===== config.mk =====
export PLATFORM = sky130hd
export DESIGN_NAME = filerot_unit
export DESIGN_NICKNAME = d
export VERILOG_FILES = /design/src/rtl/filerot_pkg.sv /design/src/rtl/filerot_decode.sv /design/src/rtl/filerot_agen.sv /design/src/rtl/filerot_alu.sv /design/src/rtl/filerot_seq.sv /design/src/rtl/filerot_unit.sv
export SDC_FILE = /design/constraint.sdc
export NUM_CORES = 1
export LEC_CHECK = 0
export ABC_AREA = 1
export BUFFER_PORTS_ARGS = -buffer_cell sky130_fd_sc_hd__buf_2
export CORE_ASPECT_RATIO = 1.1
export CORE_UTILIZATION = 40
export CTS_CLUSTER_SIZE = 28
export DETAILED_ROUTE_END_ITERATION = 10
export PLACE_DENSITY = 0.67
export SLEW_MARGIN = 20
export SYNTH_ARGS = -nofsm -noshare
export SYNTH_HDL_FRONTEND = slang
export SYNTH_SLANG_ARGS = --single-unit

===== constraint.sdc =====
create_clock -name clk -period 1.9 [get_ports clk]
set_input_delay 0.095 -clock clk [delete_from_list [all_inputs] [get_ports clk]]
set_output_delay 0.095 -clock clk [all_outputs]
set_load 0.01 [all_outputs]

===== src/rtl/filerot_pkg.sv =====
// Shared types for the file-register rotate unit.
// Assumes an 8-bit file address field and a 3-bit status register {N,Z,C}.
package filerot_pkg;
    typedef enum logic [2:0] {
        PH_IDLE,
        PH_DEC,
        PH_READ,
        PH_CALC,
        PH_WRITE
    } phase_t;

    typedef enum logic [1:0] {
        OP_NONE,
        OP_ROL,
        OP_RORC
    } op_t;

    localparam int FLAG_C = 0;
    localparam int FLAG_Z = 1;
    localparam int FLAG_N = 2;
    localparam int FLAG_W = 3;

    localparam logic [5:0] OPC_ROL  = 6'b010001;
    localparam logic [5:0] OPC_RORC = 6'b001100;

    typedef struct packed {
        op_t        op;
        logic       dest_file;
        logic       use_bank;
        logic [7:0] faddr;
    } dec_t;
endpackage


===== src/rtl/filerot_decode.sv =====
// Instruction decoder: splits the word into opcode class, d, a and f.
// Assumes a 16-bit word whose top six bits carry the opcode.
module filerot_decode
    import filerot_pkg::*;
#(
    parameter int INSTR_W = 16
) (
    input  logic [INSTR_W-1:0] instr,
    output dec_t               dec
);
    localparam int OPC_LSB = INSTR_W - 6;

    // Classify the opcode and extract the operand fields.
    always_comb begin
        dec.dest_file = instr[9];
        dec.use_bank  = instr[8];
        dec.faddr     = instr[7:0];
        case (instr[INSTR_W-1:OPC_LSB])
            OPC_ROL:  dec.op = OP_ROL;
            OPC_RORC: dec.op = OP_RORC;
            default:  dec.op = OP_NONE;
        endcase
    end
endmodule


===== src/rtl/filerot_agen.sv =====
// Data address generator: bank-register form or split access window.
// Assumes the window's low part sits in bank 0 and its high part in the top bank.
module filerot_agen #(
    parameter int          FILE_W    = 8,
    parameter int          BANK_W    = 4,
    parameter logic [7:0]  ACC_SPLIT = 8'h60
) (
    input  logic [FILE_W-1:0]        faddr,
    input  logic                     use_bank,
    input  logic [BANK_W-1:0]        bank,
    output logic [BANK_W+FILE_W-1:0] addr
);
    localparam logic [BANK_W-1:0] BANK_LO = '0;
    localparam logic [BANK_W-1:0] BANK_HI = '1;

    // Pick the bank half of the address.
    always_comb begin
        if (use_bank)
            addr = {bank, faddr};
        else if (faddr < FILE_W'(ACC_SPLIT))
            addr = {BANK_LO, faddr};
        else
            addr = {BANK_HI, faddr};
    end
endmodule


===== src/rtl/filerot_alu.sv =====
// Rotate datapath: left without carry, or right through carry, plus N/Z.
// Assumes carry is passed through untouched for the left rotate.
module filerot_alu
    import filerot_pkg::*;
#(
    parameter int DATA_W = 8
) (
    input  op_t               op,
    input  logic [DATA_W-1:0] din,
    input  logic              cin,
    output logic [DATA_W-1:0] dout,
    output logic              cout,
    output logic              neg,
    output logic              zero
);
    // Form the rotated value and the outgoing carry.
    always_comb begin
        case (op)
            OP_ROL: begin
                dout = {din[DATA_W-2:0], din[DATA_W-1]};
                cout = cin;
            end
            OP_RORC: begin
                dout = {cin, din[DATA_W-1:1]};
                cout = din[0];
            end
            default: begin
                dout = din;
                cout = cin;
            end
        endcase
    end

    // Derive the sign and zero flags from the result.
    always_comb begin
        neg  = dout[DATA_W-1];
        zero = (dout == '0);
    end
endmodule


===== src/rtl/filerot_seq.sv =====
// Phase sequencer: idle, decode, read, process, write.
// Assumes a start request is only honoured while idle.
module filerot_seq
    import filerot_pkg::*;
(
    input  logic   clk,
    input  logic   rst_n,
    input  logic   start,
    input  logic   legal,
    output phase_t phase
);
    phase_t phase_nx;

    // Next-phase selection.
    always_comb begin
        case (phase)
            PH_IDLE:  phase_nx = start ? PH_DEC : PH_IDLE;
            PH_DEC:   phase_nx = legal ? PH_READ : PH_IDLE;
            PH_READ:  phase_nx = PH_CALC;
            PH_CALC:  phase_nx = PH_WRITE;
            default:  phase_nx = PH_IDLE;
        endcase
    end

    // Phase register.
    always_ff @(posedge clk) begin
        if (!rst_n) phase <= PH_IDLE;
        else        phase <= phase_nx;
    end
endmodule


===== src/rtl/filerot_unit.sv =====
// File-register rotate unit top: four-phase execution of two rotate opcodes.
// Assumes the register file returns read data one cycle after the read strobe
// and that bsr_i is valid in the decode phase.
module filerot_unit
    import filerot_pkg::*;
#(
    parameter int         INSTR_W   = 16,
    parameter int         DATA_W    = 8,
    parameter int         BANK_W    = 4,
    parameter logic [7:0] ACC_SPLIT = 8'h60
) (
    input  logic                     clk,
    input  logic                     rst_n,
    input  logic [INSTR_W-1:0]       instr_i,
    input  logic                     instr_valid_i,
    input  logic [BANK_W-1:0]        bsr_i,
    output logic [BANK_W+7:0]        rf_addr_o,
    output logic                     rf_rd_en_o,
    input  logic [DATA_W-1:0]        rf_rdata_i,
    output logic                     rf_wr_en_o,
    output logic [DATA_W-1:0]        rf_wdata_o,
    output logic [DATA_W-1:0]        w_o,
    output logic [FLAG_W-1:0]        status_o,
    output logic                     busy_o,
    output logic                     illegal_op_o
);
    localparam int ADDR_W = BANK_W + 8;

    phase_t               phase;
    logic [INSTR_W-1:0]   instr_q;
    dec_t                 dec;
    logic [ADDR_W-1:0]    addr_nx;
    logic [ADDR_W-1:0]    addr_q;
    logic [DATA_W-1:0]    alu_out;
    logic                 alu_cout, alu_neg, alu_zero;
    logic [DATA_W-1:0]    res_q;
    logic [FLAG_W-1:0]    flags_nx_q;
    logic                 illegal_q;
    logic                 start;

    assign start = instr_valid_i && (phase == PH_IDLE);

    filerot_seq u_seq (
        .clk   (clk),
        .rst_n (rst_n),
        .start (start),
        .legal (dec.op != OP_NONE),
        .phase (phase)
    );

    filerot_decode #(.INSTR_W(INSTR_W)) u_dec (
        .instr (instr_q),
        .dec   (dec)
    );

    filerot_agen #(.FILE_W(8), .BANK_W(BANK_W), .ACC_SPLIT(ACC_SPLIT)) u_agen (
        .faddr    (dec.faddr),
        .use_bank (dec.use_bank),
        .bank     (bsr_i),
        .addr     (addr_nx)
    );

    filerot_alu #(.DATA_W(DATA_W)) u_alu (
        .op   (dec.op),
        .din  (rf_rdata_i),
        .cin  (status_o[FLAG_C]),
        .dout (alu_out),
        .cout (alu_cout),
        .neg  (alu_neg),
        .zero (alu_zero)
    );

    // Capture the instruction word when it is accepted.
    always_ff @(posedge clk) begin
        if (!rst_n)     instr_q <= '0;
        else if (start) instr_q <= instr_i;
    end

    // Latch the data address during decode.
    always_ff @(posedge clk) begin
        if (!rst_n)                addr_q <= '0;
        else if (phase == PH_DEC)  addr_q <= addr_nx;
    end

    // Register the rotated byte and the pending flags during process.
    always_ff @(posedge clk) begin
        if (!rst_n) begin
            res_q      <= '0;
            flags_nx_q <= '0;
        end else if (phase == PH_CALC) begin
            res_q      <= alu_out;
            flags_nx_q <= {alu_neg, alu_zero, alu_cout};
        end
    end

    // Commit W and the flags at the end of the write phase.
    always_ff @(posedge clk) begin
        if (!rst_n) begin
            w_o      <= '0;
            status_o <= '0;
        end else if (phase == PH_WRITE) begin
            status_o <= flags_nx_q;
            if (!dec.dest_file) w_o <= res_q;
        end
    end

    // One-cycle illegal-op pulse after a failed decode.
    always_ff @(posedge clk) begin
        if (!rst_n) illegal_q <= 1'b0;
        else        illegal_q <= (phase == PH_DEC) && (dec.op == OP_NONE);
    end

    // Drive the register-file port and the status outputs.
    always_comb begin
        rf_addr_o    = addr_q;
        rf_rd_en_o   = (phase == PH_READ);
        rf_wr_en_o   = (phase == PH_WRITE) && dec.dest_file;
        rf_wdata_o   = res_q;
        busy_o       = (phase != PH_IDLE);
        illegal_op_o = illegal_q;
    end
endmodule


==> flow_metrics.tcl <==
set metrics [dict create \
    synth.largest_area_cell "dfxtp_1" \
    netlist.area_leader.share_pct 48.7 \
    timing.critical_path.arrival_ns 2.08 \
    finalInstanceArea_sq_um 2870 \
    netSwitchingFraction_pct 26.5 \
    layout_common_cells "65 x buf_2, 49 x dfxtp_1, 47 x a21oi_1" \
    first_global_vias 1953 \
    min_period_ns 1.84 \
    regToRegEndpoint "flags_nx_q[1]" \
    wire_length_of_the_first_global_routing_pass_mm 8.53 \
    placement.setup.worst_slack_ns -0.0993 \
    internal_power_mw 1.56 \
    seq_area_frac_synth_pct 48.7 \
    cap_violations 0 \
    route.detailed.vias_per_inst 4.89 \
    layout_setup_ws_ns 0.0620 \
    die_h_um 79.4 \
    timing.hold.worst.class "in -> reg" \
    whs_path_depth 3 \
    setup.worst_path.end_class "flop" \
    detailedPlacementHpwl_mm 3.52 \
    synth_cell_type_count 24 \
    area_growth_pct 31.9 \
    synth.area.top_cells "dfxtp_1 49%, a21oi_1 11%, o21ai_0 8.7%, nand2_1 8.4%, inv_1 5.0%" \
    layout.core_utilization_pct 56.0 \
    grt_setup_unrepaired "true" \
    share_seq_of_total_power_pct 55.9 \
    portion_of_the_clock_cycle_consumed_by_the_worst_path_in_the_final_layout_pct 96.7 \
    yosys_warnings 0 \
    clockBufferDepth 2 \
    regToRegStartpoint "instr_q[12]" \
    boundaryPins 66 \
    final_layout_size_suffix_gt1_share_pct 34.4 \
    largest_family_of_logic_cells_by_synthesized_area "compound AO/OA/AOI/OAI gates" \
    multi_input_combinational_cell_area_sq_um 1010 \
    clkLatencyLatePin_ns 0.31 \
    numClockSinks 53 \
    io_buffers 65 \
    global_route.usage.total_pct 18.5 \
    ir_drop_worst_case_vdd_mv 0.397 \
    drt-initial-drc-count 126 \
    synth.cell_area_sq_um 2180 \
    run_status "finished, final reports clean" \
    replace_congestion 0.750 \
    hold_end "rf_addr_o[10]" \
    synth.area.mux_share_pct 0 \
    path_class "reg -> reg" \
    fillers 497 \
    cp_data_required_time_ns 2.14 \
    final_common_cell "buf_2" \
    drt_pass1_iterations 4 \
    power.clock.fraction_pct 30.5 \
    power_frac_comb_pct 13.5 \
    avgSynthCellArea_sq_um 7.54 \
    route.detailed.wl_per_inst_um 11.3 \
    cts_hold_buf 0 \
    adder_and_majority_cell_fraction_of_the_synthesized_area_pct 1.72 \
    netSwitchingPower_mw 0.562 \
    area_fraction_in_compound_gates_after_synthesis_pct 21.2 \
    fin_nets 399 \
    placement.cell_area_sq_um 2620 \
    count_of_h_tree_levels_built_during_cts 2 \
    globalRouteOverflowTotal 0 \
    root_cell_of_the_clock_tree "clkbuf_8" \
    timing.final.hold_violations 0 \
    measured_slew_at_the_worst_slew_check_pin_ns 0.509 \
    timing.reg2reg.worst_path_depth 11 \
    leakage_nw 1.29 \
    remaining_drc_errors 0 \
    finalClockSkew_ns 0.0106 \
    layout.area.seq_sq_um 1070 \
    num_rows 27 \
    antennaDiodeCount 0 \
    syn_nets 323 \
    cts_inserted_buffers 5 \
    synth_simple_gate_area_share_pct 18.6 \
    power_density_nw_per_um2 738 \
    worstPathMaxFanout 11 \
    drtAntennaViolNets 0 \
    timing.max_slew.rel_slack_pct 66.1 \
    maximum_number_of_pins_on_one_net_before_global_route_repair 34 \
    design.core.area_sq_um 5130 \
    critPathLaunchType "flop" \
    cts_tree "built" \
    setup_viol 0 \
    post_synth_inst_count 289 \
    die-area_sq_um 5750 \
    hold_start "bsr_i[2]" \
    synth_seq_cells 53 \
    post_synth_xor_area_fraction_pct 0 \
    via_count 2140 \
    routed_wl_mm 4.96 \
    floorplan.initialDensity_pct 42.4 \
    reg2reg_setup_slack_ns 0.06 \
    achievable_clock_frequency_mhz 544 \
    grt_antenna_before_repair 0 \
    finalMaxSlewViolations 0 \
    clock_transition_at_the_register_clock_pins_on_the_worst_setup_and_hold_paths_after_cts_ns 0.10 \
    die_width_um 72.4 \
]
worst max path at each step:
stage	cells after the start	startpoint	end	slack (ns)
after detailed placement	11	instr_q[12]	flags_nx_q[1]	-0.1
after floorplan	12	instr_q[13]	flags_nx_q[1]	0.06
after global routing	12	instr_q[15]	flags_nx_q[1]	-0.11
final	11	instr_q[12]	flags_nx_q[1]	0.06
after CTS	12	instr_q[10]	flags_nx_q[1]	-0.03
after global placement	11	instr_q[12]	flags_nx_q[1]	-0.05
through the flow:
step	setup TNS, ns	hold WS [ns]	power (mW)	instances
final	0	0.0224	2.12	438
after global placement	-0.0463	0.350	1.46	424
after CTS	-0.0301	0.00636	2.13	437
after global routing	-0.137	0.0233	2.24	438
after floorplan	0	0.241	1.35	289
after detailed placement	-0.117	0.351	1.46	424
power by group through the flow:
stage | combinational, mW | clock [mW] | sequential [mW]
after floorplan | 0.136 | 0 | 1.22
after global placement | 0.252 | 0 | 1.21
after detailed placement | 0.255 | 0 | 1.21
after CTS | 0.279 | 0.668 | 1.19
after global routing | 0.326 | 0.718 | 1.20
final | 0.287 | 0.648 | 1.19
layout make-up:
type / instances / area share (%)
inverters: 31 / 4.31
clock buffers: 5 / 2.39
clock inverters: 3 / 0.871
multi-input cells: 187 / 35.1
well taps: 72 / 3.13
repair buffers: 87 / 17.1
flip-flops and latches: 53 / 37.1
critical path, cell delays in order (launching register included):
cell and delay (ns):
dfxtp_2 0.35, nand2_1 0.08, nor4_4 0.25, inv_2 0.09
ha_4 0.31, inv_8 0.05, or2_4 0.22, nand2_2 0.07
nand2_1 0.05, nor2_1 0.09, nand2_1 0.08, a21oi_2 0.12
repair_timing:
item                                    CTS  global route
pin swaps                                13             9
gates resized for setup                  22            11
buffers inserted                          5             1
endpoints found under the setup margin    7             9
Yosys cell counts, drive strengths merged:
cell type	count
clkbuf	8
buf	10
nor3	2
nor4	1
nand4	1
or2	7
nand2	49
nor2	14
inv	31
nand3	19
dfxtp	53
a21oi	50
o211ai	1
o21ai	40
ha	3
registers in the layout, indices dropped and copies added, names as in the netlist:
name          cells
w_o               8
flags_nx_q        2
status_o          3
instr_q          16
rf_wdata_o        8
u_seq.phase       3
rf_addr_o        12
illegal_op_o      1
metal layers:
metal	global-route usage [%]	wire length (um)	up-vias
li1	-	-	1096
met2	31.3	2360	59
met5	0	0	-
met3	5.43	311	6
met4	5.10	51	0
met1	22.6	2240	979
cells by family after synthesis:
kind of cell,after synthesis
AND/OR/NAND/NOR,93
AO/OA/AOI/OAI,91
flip-flops,53
buffers and inverters,49
adder cells (fa/ha/maj),3
Note: power is estimated with default switching activity, not from simulation.
